File: config.mk
export PLATFORM = sky130hd
export DESIGN_NAME = dbg_entry_ctrl
export DESIGN_NICKNAME = d
export VERILOG_FILES = /design/src/rtl/dbg_entry_pkg.sv /design/src/rtl/dbg_wp_tracker.sv /design/src/rtl/dbg_entry_arb.sv /design/src/rtl/dbg_state_reg.sv /design/src/rtl/dbg_entry_ctrl.sv
export SDC_FILE = /design/constraint.sdc
export NUM_CORES = 1
export LEC_CHECK = 0
export BUFFER_PORTS_ARGS = -buffer_cell sky130_fd_sc_hd__buf_2
export CORE_ASPECT_RATIO = 0.9
export CORE_MARGIN = 1
export CORE_UTILIZATION = 40
export DETAILED_ROUTE_END_ITERATION = 7
export HOLD_SLACK_MARGIN = 0.12
export PLACE_DENSITY = 0.65
export SETUP_SLACK_MARGIN = 0.15
export SLEW_MARGIN = 10
export SYNTH_ARGS = -nofsm -noshare
export SYNTH_HDL_FRONTEND = slang
export SYNTH_HIERARCHICAL = 1
export SYNTH_SLANG_ARGS = --single-unit
File: constraint.sdc
create_clock -name clk -period 2.8 [get_ports clk]
set_input_delay 0.84 -clock clk [delete_from_list [all_inputs] [get_ports clk]]
set_output_delay 0.84 -clock clk [all_outputs]
set_load 0.005 [all_outputs]
File: src/rtl/dbg_entry_pkg.sv
package dbg_entry_pkg;
   typedef enum logic [1:0] {
      CAUSE_NONE  = 2'b00,
      CAUSE_BKPT  = 2'b01,
      CAUSE_WATCH = 2'b10,
      CAUSE_EXT   = 2'b11
   } cause_e;

   typedef enum logic [1:0] {
      WP_IDLE  = 2'b00,
      WP_WAIT  = 2'b01,
      WP_ARMED = 2'b10
   } wp_state_e;

   typedef struct packed {
      logic   hit;
      cause_e cause;
      logic   wp_also;
   } entry_t;
endpackage

File: src/rtl/dbg_wp_tracker.sv
module dbg_wp_tracker
   import dbg_entry_pkg::*;
(
   input  logic clk,
   input  logic rst_n,
   input  logic dbg_active,
   input  logic entry,
   input  logic mem_wp,
   input  logic follow_done,
   output logic armed,
   output logic pending,
   output logic idle
);
   wp_state_e state_q, state_d;

   always_comb begin
      state_d = state_q;
      if (dbg_active || entry) begin
         state_d = WP_IDLE;
      end else begin
         unique case (state_q)
            WP_IDLE:  if (mem_wp) state_d = follow_done ? WP_ARMED : WP_WAIT;
            WP_WAIT:  if (follow_done) state_d = WP_ARMED;
            WP_ARMED: state_d = WP_ARMED;
            default:  state_d = WP_IDLE;
         endcase
      end
   end

   always_ff @(posedge clk or negedge rst_n) begin
      if (!rst_n) state_q <= WP_IDLE;
      else        state_q <= state_d;
   end

   assign armed   = (state_q == WP_ARMED);
   assign idle    = (state_q == WP_IDLE);
   assign pending = !idle || mem_wp;
endmodule

File: src/rtl/dbg_entry_arb.sv
module dbg_entry_arb
   import dbg_entry_pkg::*;
#(
   parameter int unsigned PC_W       = 32,
   parameter int unsigned INSN_BYTES = 4,
   parameter int unsigned WP_SKEW    = 5,
   parameter bit          EXT_EN     = 1'b1
) (
   input  logic            dbg_active,
   input  logic            ex_valid,
   input  logic            ex_bkpt,
   input  logic [PC_W-1:0] ex_pc,
   input  logic            armed,
   input  logic            wp_pending,
   input  logic            wp_idle,
   input  logic            mem_wp,
   input  logic            ext_req,
   output entry_t          ent,
   output logic [PC_W-1:0] entry_pc
);
   localparam logic [PC_W-1:0] SKEW_BYTES = PC_W'(WP_SKEW * INSN_BYTES);

   logic run_slot, bkpt_hit, wp_hit, ext_hit;

   assign run_slot = !dbg_active && ex_valid;
   assign bkpt_hit = run_slot && ex_bkpt;
   assign wp_hit   = run_slot && armed;

   generate
      if (EXT_EN) begin : g_ext
         assign ext_hit = run_slot && ext_req && wp_idle && !mem_wp;
      end else begin : g_no_ext
         assign ext_hit = 1'b0;
      end
   endgenerate

   always_comb begin
      ent      = '{hit: 1'b0, cause: CAUSE_NONE, wp_also: 1'b0};
      entry_pc = ex_pc;
      if (bkpt_hit) begin
         ent = '{hit: 1'b1, cause: CAUSE_BKPT, wp_also: wp_pending};
      end else if (wp_hit) begin
         ent      = '{hit: 1'b1, cause: CAUSE_WATCH, wp_also: 1'b0};
         entry_pc = ex_pc + SKEW_BYTES;
      end else if (ext_hit) begin
         ent = '{hit: 1'b1, cause: CAUSE_EXT, wp_also: 1'b0};
      end
   end
endmodule

File: src/rtl/dbg_state_reg.sv
module dbg_state_reg
   import dbg_entry_pkg::*;
#(
   parameter int unsigned PC_W = 32
) (
   input  logic            clk,
   input  logic            rst_n,
   input  entry_t          ent,
   input  logic [PC_W-1:0] entry_pc,
   input  logic            resume,
   output logic            dbg_active,
   output logic            irq_mask,
   output cause_e          cause,
   output logic            wp_seen,
   output logic [PC_W-1:0] cap_pc
);
   always_ff @(posedge clk or negedge rst_n) begin
      if (!rst_n) begin
         dbg_active <= 1'b0;
         irq_mask   <= 1'b0;
         cause      <= CAUSE_NONE;
         wp_seen    <= 1'b0;
         cap_pc     <= '0;
      end else if (dbg_active) begin
         if (resume) begin
            dbg_active <= 1'b0;
            irq_mask   <= 1'b0;
            cause      <= CAUSE_NONE;
            wp_seen    <= 1'b0;
         end
      end else if (ent.hit) begin
         dbg_active <= 1'b1;
         irq_mask   <= 1'b1;
         cause      <= ent.cause;
         wp_seen    <= ent.wp_also;
         cap_pc     <= entry_pc;
      end
   end
endmodule

File: src/rtl/dbg_entry_ctrl.sv
module dbg_entry_ctrl
   import dbg_entry_pkg::*;
#(
   parameter int unsigned PC_W       = 32,
   parameter int unsigned INSN_BYTES = 4,
   parameter int unsigned WP_SKEW    = 5,
   parameter bit          EXT_EN     = 1'b1
) (
   input  logic            clk,
   input  logic            rst_n,
   input  logic            ex_valid,
   input  logic            ex_bkpt,
   input  logic [PC_W-1:0] ex_pc,
   input  logic            ex_done,
   input  logic            ex_busy,
   input  logic            mem_wp,
   input  logic            ext_req,
   input  logic            resume,
   output logic            dbg_active,
   output logic            ex_squash,
   output logic            irq_mask,
   output logic [1:0]      cause,
   output logic            wp_seen,
   output logic [PC_W-1:0] cap_pc
);
   initial begin
      if (PC_W < 8 || PC_W > 64) $error("dbg_entry_ctrl: PC_W out of range");
      if (INSN_BYTES == 0 || (INSN_BYTES & (INSN_BYTES - 1)) != 0)
         $error("dbg_entry_ctrl: INSN_BYTES must be a power of two");
      if (WP_SKEW == 0 || WP_SKEW > 16) $error("dbg_entry_ctrl: WP_SKEW out of range");
   end

   logic            follow_done, armed, wp_pending, wp_idle;
   entry_t          ent;
   logic [PC_W-1:0] entry_pc;
   cause_e          cause_q;

   assign follow_done = ex_valid && ex_done && !ex_busy;

   dbg_wp_tracker u_track (
      .clk         (clk),
      .rst_n       (rst_n),
      .dbg_active  (dbg_active),
      .entry       (ent.hit),
      .mem_wp      (mem_wp),
      .follow_done (follow_done),
      .armed       (armed),
      .pending     (wp_pending),
      .idle        (wp_idle)
   );

   dbg_entry_arb #(
      .PC_W       (PC_W),
      .INSN_BYTES (INSN_BYTES),
      .WP_SKEW    (WP_SKEW),
      .EXT_EN     (EXT_EN)
   ) u_arb (
      .dbg_active (dbg_active),
      .ex_valid   (ex_valid),
      .ex_bkpt    (ex_bkpt),
      .ex_pc      (ex_pc),
      .armed      (armed),
      .wp_pending (wp_pending),
      .wp_idle    (wp_idle),
      .mem_wp     (mem_wp),
      .ext_req    (ext_req),
      .ent        (ent),
      .entry_pc   (entry_pc)
   );

   dbg_state_reg #(.PC_W(PC_W)) u_state (
      .clk        (clk),
      .rst_n      (rst_n),
      .ent        (ent),
      .entry_pc   (entry_pc),
      .resume     (resume),
      .dbg_active (dbg_active),
      .irq_mask   (irq_mask),
      .cause      (cause_q),
      .wp_seen    (wp_seen),
      .cap_pc     (cap_pc)
   );

   assign ex_squash = ent.hit;
   assign cause     = cause_q;
endmodule

Word-level counts from Yosys, hierarchy flattened
Index checks and enable logic that the tools add are counted.

storage, ports and cells
  register bits = 39
  bits of input ports = 41

cells by class
  $add $sub $neg = 1
  eq/ne operators = 5
  muxes and demuxes = 21
  bitwise logic cells = 1
  reductions and logical operators = 19

operators with widths
  kind                     number
  $mux W32                 2
  $add A32 B5 Y32 const B  1
  $mux W2                  7
  $mux W4                  3
  $logic_and A1 B1 Y1      8
  $mux W1                  8
  $pmux W2 S3              1
  $reduce_and A2 Y1        3
  $logic_not A1 Y1         4
  $ne A3 B1 Y1 const B     1
  $ne A3 B3 Y1 const B     1
  $eq A2 B1 Y1 const B     1
  $eq A2 B2 Y1 const B     1
  $logic_not A2 Y1         1
  $logic_or A1 B1 Y1       2
  $ne A2 B2 Y1 const B     1
  $reduce_bool A2 Y1       1
  $not A1 Y1               1

Depth between registers and ports, before layout
  depth in word-level cells = 11
  mapped depth = 11

Hierarchy
Netlist, hierarchy kept.

modules (own cells, without submodules)
  module          times used  cells an instance  area each (um2)
  dbg_state_reg   1           86                 1,574.0
  dbg_entry_arb   1           102                681.9
  dbg_wp_tracker  1           20                 192.7
  dbg_entry_ctrl  1           1                  8.8

Least setup slack after synthesis
Ideal clock, no wire load.

  path type = input to register
  start = in ext_req
  end = reg u_state.cap_pc[0]
  arrival time = 2.094 ns
  data required time = 2.675 ns
  slack = 0.581 ns
  cell stages on the path = 9
  path through = nand2_1 > nor2_1 > nor3_1 > nor2_1 > buf_6 > nor2b_4 > buf_6 > buf_12 > mux2_4

between the ends
  word-level cells in the longest chain between the ends = 7

RTL lines
  item                                line                  RTL
  from (decl)                         dbg_entry_ctrl.sv:17  input logic ext_req,
  $logic_and A1 B1 Y1 (3 in series)   dbg_entry_arb.sv:31   assign ext_hit = run_slot && ext_req && wp_idle && !mem_wp;
  $mux W4                             dbg_entry_arb.sv:45   end else if (ext_hit) begin
  $mux W4                             dbg_entry_arb.sv:42   end else if (wp_hit) begin
  $mux W4                             dbg_entry_arb.sv:40   if (bkpt_hit) begin
  named net ex_squash                 dbg_entry_ctrl.sv:20  output logic ex_squash,
  $reduce_and A2 Y1 (no source line)  -
  to (signal assigned)                dbg_state_reg.sv:36   cap_pc <= entry_pc;
  to (decl)                           dbg_state_reg.sv:15   output logic [PC_W-1:0] cap_pc

The timed path passes the listed nets, and every way through them passes these cells.
A chain may end at the register's enable or synchronous reset.

Final worst setup path
  start = reg u_track.state_q[0]
  end = out ex_squash

between the ends
  word-level cells in the longest chain between the ends = 6
  elaborated cells on any way between the ends = 8

RTL lines
  item                               line                  RTL
  from (decl)                        dbg_wp_tracker.sv:14  wp_state_e state_q, state_d;
  from (signal assigned)             dbg_wp_tracker.sv:32  else state_q <= state_d;
  $logic_not A2 Y1                   dbg_wp_tracker.sv:36  assign idle = (state_q == WP_IDLE);
  named net wp_idle                  dbg_entry_ctrl.sv:33  logic follow_done, armed, wp_pending, wp_idle;
  $logic_and A1 B1 Y1 (2 in series)  dbg_entry_arb.sv:31
  $mux W4                            dbg_entry_arb.sv:45
  $mux W4                            dbg_entry_arb.sv:42
  $mux W4                            dbg_entry_arb.sv:40
  to (decl)                          dbg_entry_ctrl.sv:20

The timed path passes the listed nets, and every way through them passes these cells.

==> summary.txt <==
Run status
  – Status: finished, final reports clean

Power and ir drop
  – Comb pwr share: 45.0%
  – Leak: 0.00142 uW
  – Flop pwr share: 40.4%
  – Power Dens Cells: 836 mW/mm2
  – Clock share of power: 14.6%
  – Switch Pwr: 771 uW
  – VDD IR max: 0.377 mV
  – Int Power: 1710 uW
  – Sw frac: 31.0%

Clock tree
  – Num CTS Buffers: 5
  – Worst-Skew Late Latency: 0.28 ns
  – CTS tree: done
  – Post-CTS Setup Inserts: 0
  – Clock Tree Buf Depth: 2
  – CTS H-tree depth: 2
  – Root Buffer: clkbuf_8
  – Clk slew on worst S/H paths: 0.08 ns
  – Clk sink count: 39
  – Hold buffer count at cts: 0

Job
  – Maximum capacitance violations: 0

Layout
  – Ant diodes: 0
  – Fin util: 51.3%
  – # nets final: 338
  – Share of layout cells above drive strength 1: 45.1%
  – Finished Layout Cells: 363
  – Area of the multi-input gates: 0.00136 mm2
  – Filler cells: 570
  – Most frequent cells in the layout: 78 x buf_2, 39 x dfrtp_1, 29 x mux2_4
  – Reg area: 976 um2
  – Most common cell after layout, fill and taps aside: buf_2
  – Area growth syn-to-layout: 20.9%

Worst setup path
  – Crit-path cells: inv_1 > ha_1 > nand2_1 > nor2_1 > nor3_1 > nor2_2 > buf_2
  – Top Family by Delay on Critical Path: simple AND/OR/NAND/NOR gates
  – Worst EP arrival: 1.56 ns
  – Slowest-stage cell, CP: dfrtp_1
  – CP peak stage delay: 0.41 ns
  – Worst Setup Start Kind: register
  – CP required: 1.96 ns
  – Buffers plus inverters on the worst setup path: 2
  – Crit path kind: register to primary output
  – CP Capture Type: primary output
  – Worst-path maximum fanout: 4

Logic synthesis
  – Compound-Gate Fraction of Synth Area: 3.26%
  – Post-synth top area share: 39.7%
  – Number of synthesized flops with an enable pin: 0
  – Syn Std Cell Area: 0.00246 mm2
  – Syn Area/Cell: 11.8 um2
  – Gate count of the mapped netlist: 209
  – Xor and xnor area share after synthesis: 10.3%
  – Adder-Cell Fraction of Synth Area: 2.55%
  – Post-synth top area cell: dfrtp_1
  – Sequential fraction of the synthesis area: 39.7%
  – Top FF cell, synth: dfrtp_1
  – Synth warnings: 6
  – Synth Area in Simple Gates: 18.1%
  – Asr flop ratio synth: 100%
  – Top cells by area, synth: dfrtp_1 40%, mux2_4 18%, xnor2_1 7.8%
  – Mux contribution to synthesized area: 20.8%
  – Combinational family with the most area after synthesis: multiplexers
  – Library cells used by synthesis: 40
  – Register bit total from synthesis: 39
  – Syn nets: 255

Timing
  – Hold_ws: 0.506 ns
  – Final Critical Period: 2.40 ns
  – RSZ-0062 raised after global routing: false
  – Worst slew pin tran: 0.854 ns
  – Period utilization: 85.6%
  – Setup-failing EPs final: 0
  – Clock skew: 0.00372 ns
  – Max frequency: 0.417 GHz
  – Relative slew margins: 43.1%
  – Hold Fails Final Rpt: 0
  – Fin. max-slew vios: 0
  – TNS Setup: 0 ns

Global route
  – Global-route wire length before repair: 7.89 mm
  – GRT Total Usage: 15.5%
  – Number of global-route vias before repair: 1664
  – Antenna violations before repair: 0
  – Pin count of the biggest net entering global routing: 40
  – Total grt overflow: 0

Floorplanning
  – I/O pin count: 79
  – Num rows: 26
  – Die width: 84.6 um
  – Core Area: 0.00579 mm2
  – Initial Utilization: 42.4%
  – DIE HEIGHT: 76.4 um
  – Die area: 0.00646 mm2

Routing
  – DR vias: 1789
  – DR top layer: met4
  – Total Wirelength: 4.92 mm
  – Wire per inst: 13.5 um
  – Average vias per placed instance: 4.93
  – DRC viols: 0
  – Pre-Repair DR Iteration Count: 6
  – ANT nets after route: 0
  – WL met3: 181 um
  – WL met2: 2.26 mm
  – 1st-iter DRT viols: 59
  – Met1 wire length: 2.44 mm

Place
  – HPWL Detailed: 3.66 mm
  – Placed Cells: 355
  – PortBufs: 78
  – Final GP Congestion: 0.797

Min path
  – Min-delay worst type: register to register
## worst reg2reg max path: stages, from the launching register on
cell and delay (ns):
dfrtp_1 0.41, inv_1 0.09, ha_1 0.22, nand4bb_1 0.29, nor4_1 0.50, nand3_1 0.15
xnor2_1 0.14, mux2_4 0.25
## sequential cells by signal (all words and copies together), names as in the netlist
name	cells
u_state/wp_seen	1
u_track/state_q	2
u_state/cap_pc	32
u_state/dbg_active	1
u_state/cause	2
u_state/irq_mask	1
## final cells by class
cell class	instances	area share (%)
Multi-Input combinational cell	157	45.6
Inverter	4	0.505
Tap cell	70	2.95
Sequential cell	39	32.9
Clock inverter	1	0.168
Timing Repair Buffer	85	15.3
Clock buffer	7	2.57
## power by group through the flow
stage                     Combinational, uW  Sequential (uW)  Clock (uW)
final                                  1120             1000         362
after global routing                   1210             1050         400
after CTS                              1130             1010         382
after detailed placement               1130             1010           0
after global placement                 1110             1010           0
after floorplan                         733             1030           0
## synth_stat cells, types with 3 or more instances
library cell  count
and3_1            4
buf_12            3
buf_6             3
dfrtp_1          39
ha_1              5
inv_1             4
mux2_2            4
mux2_4           29
mux2i_1           3
nand2_1          13
nand3_1           9
nand4_1          10
nor2_1           15
nor2b_1           3
nor3_1            5
o2bb2ai_1         3
xnor2_1          22
xor2_1            7
## metal layers
layer | global-route usage [%] | up-vias
li1 | - | 904
met1 | 21.9 | 836
met2 | 23.6 | 45
met3 | 2.93 | 4
met4 | 5.42 | 0
met5 | 0 | -
## cell families after synthesis
| family | count (synthesis) |
|---|---|
| AO/OA/AOI/OAI | 11 |
| XOR/XNOR | 29 |
| multiplexers | 36 |
| adder cells (fa/ha/maj) | 5 |
| flip-flops | 39 |
| buffers and inverters | 13 |
| AND/OR/NAND/NOR | 76 |
## per-stage QoR
stage          setup WS [ns]  total power (uW)  instance area (um2)
2_1_floorplan          0.581              1760                 2460
3_3_place_gp           0.376              2120                 2890
3_5_place_dp           0.319              2140                 2890
4_1_cts                0.316              2520                 2970
5_1_grt                0.223              2660                 2970
6_report               0.403              2480                 2970
## worst paths after layout
check | startpoint | to | slack, ns | cells after the start
setup reg to reg | u_track/state_q[0] | u_state/cap_pc[14] | 0.63 | 7
hold / removal | u_state/cap_pc[25] | u_state/cap_pc[25] | 0.51 | 1
setup / recovery | u_track/state_q[0] | ex_squash | 0.40 | 7
max in group asynchronous | rst_n | u_state/cap_pc[11] | 1.59 | 1
hold reg to reg | u_state/cap_pc[25] | u_state/cap_pc[25] | 0.51 | 1
min in group asynchronous | rst_n | u_state/cap_pc[23] | 0.66 | 1
## repair_timing
action | CTS | global route
resized for setup | 0 | 1
setup endpoints to repair | 0 | 1
endpoints found under the hold margin | 0 | 0
Note: power is estimated with default switching activity, not from simulation.
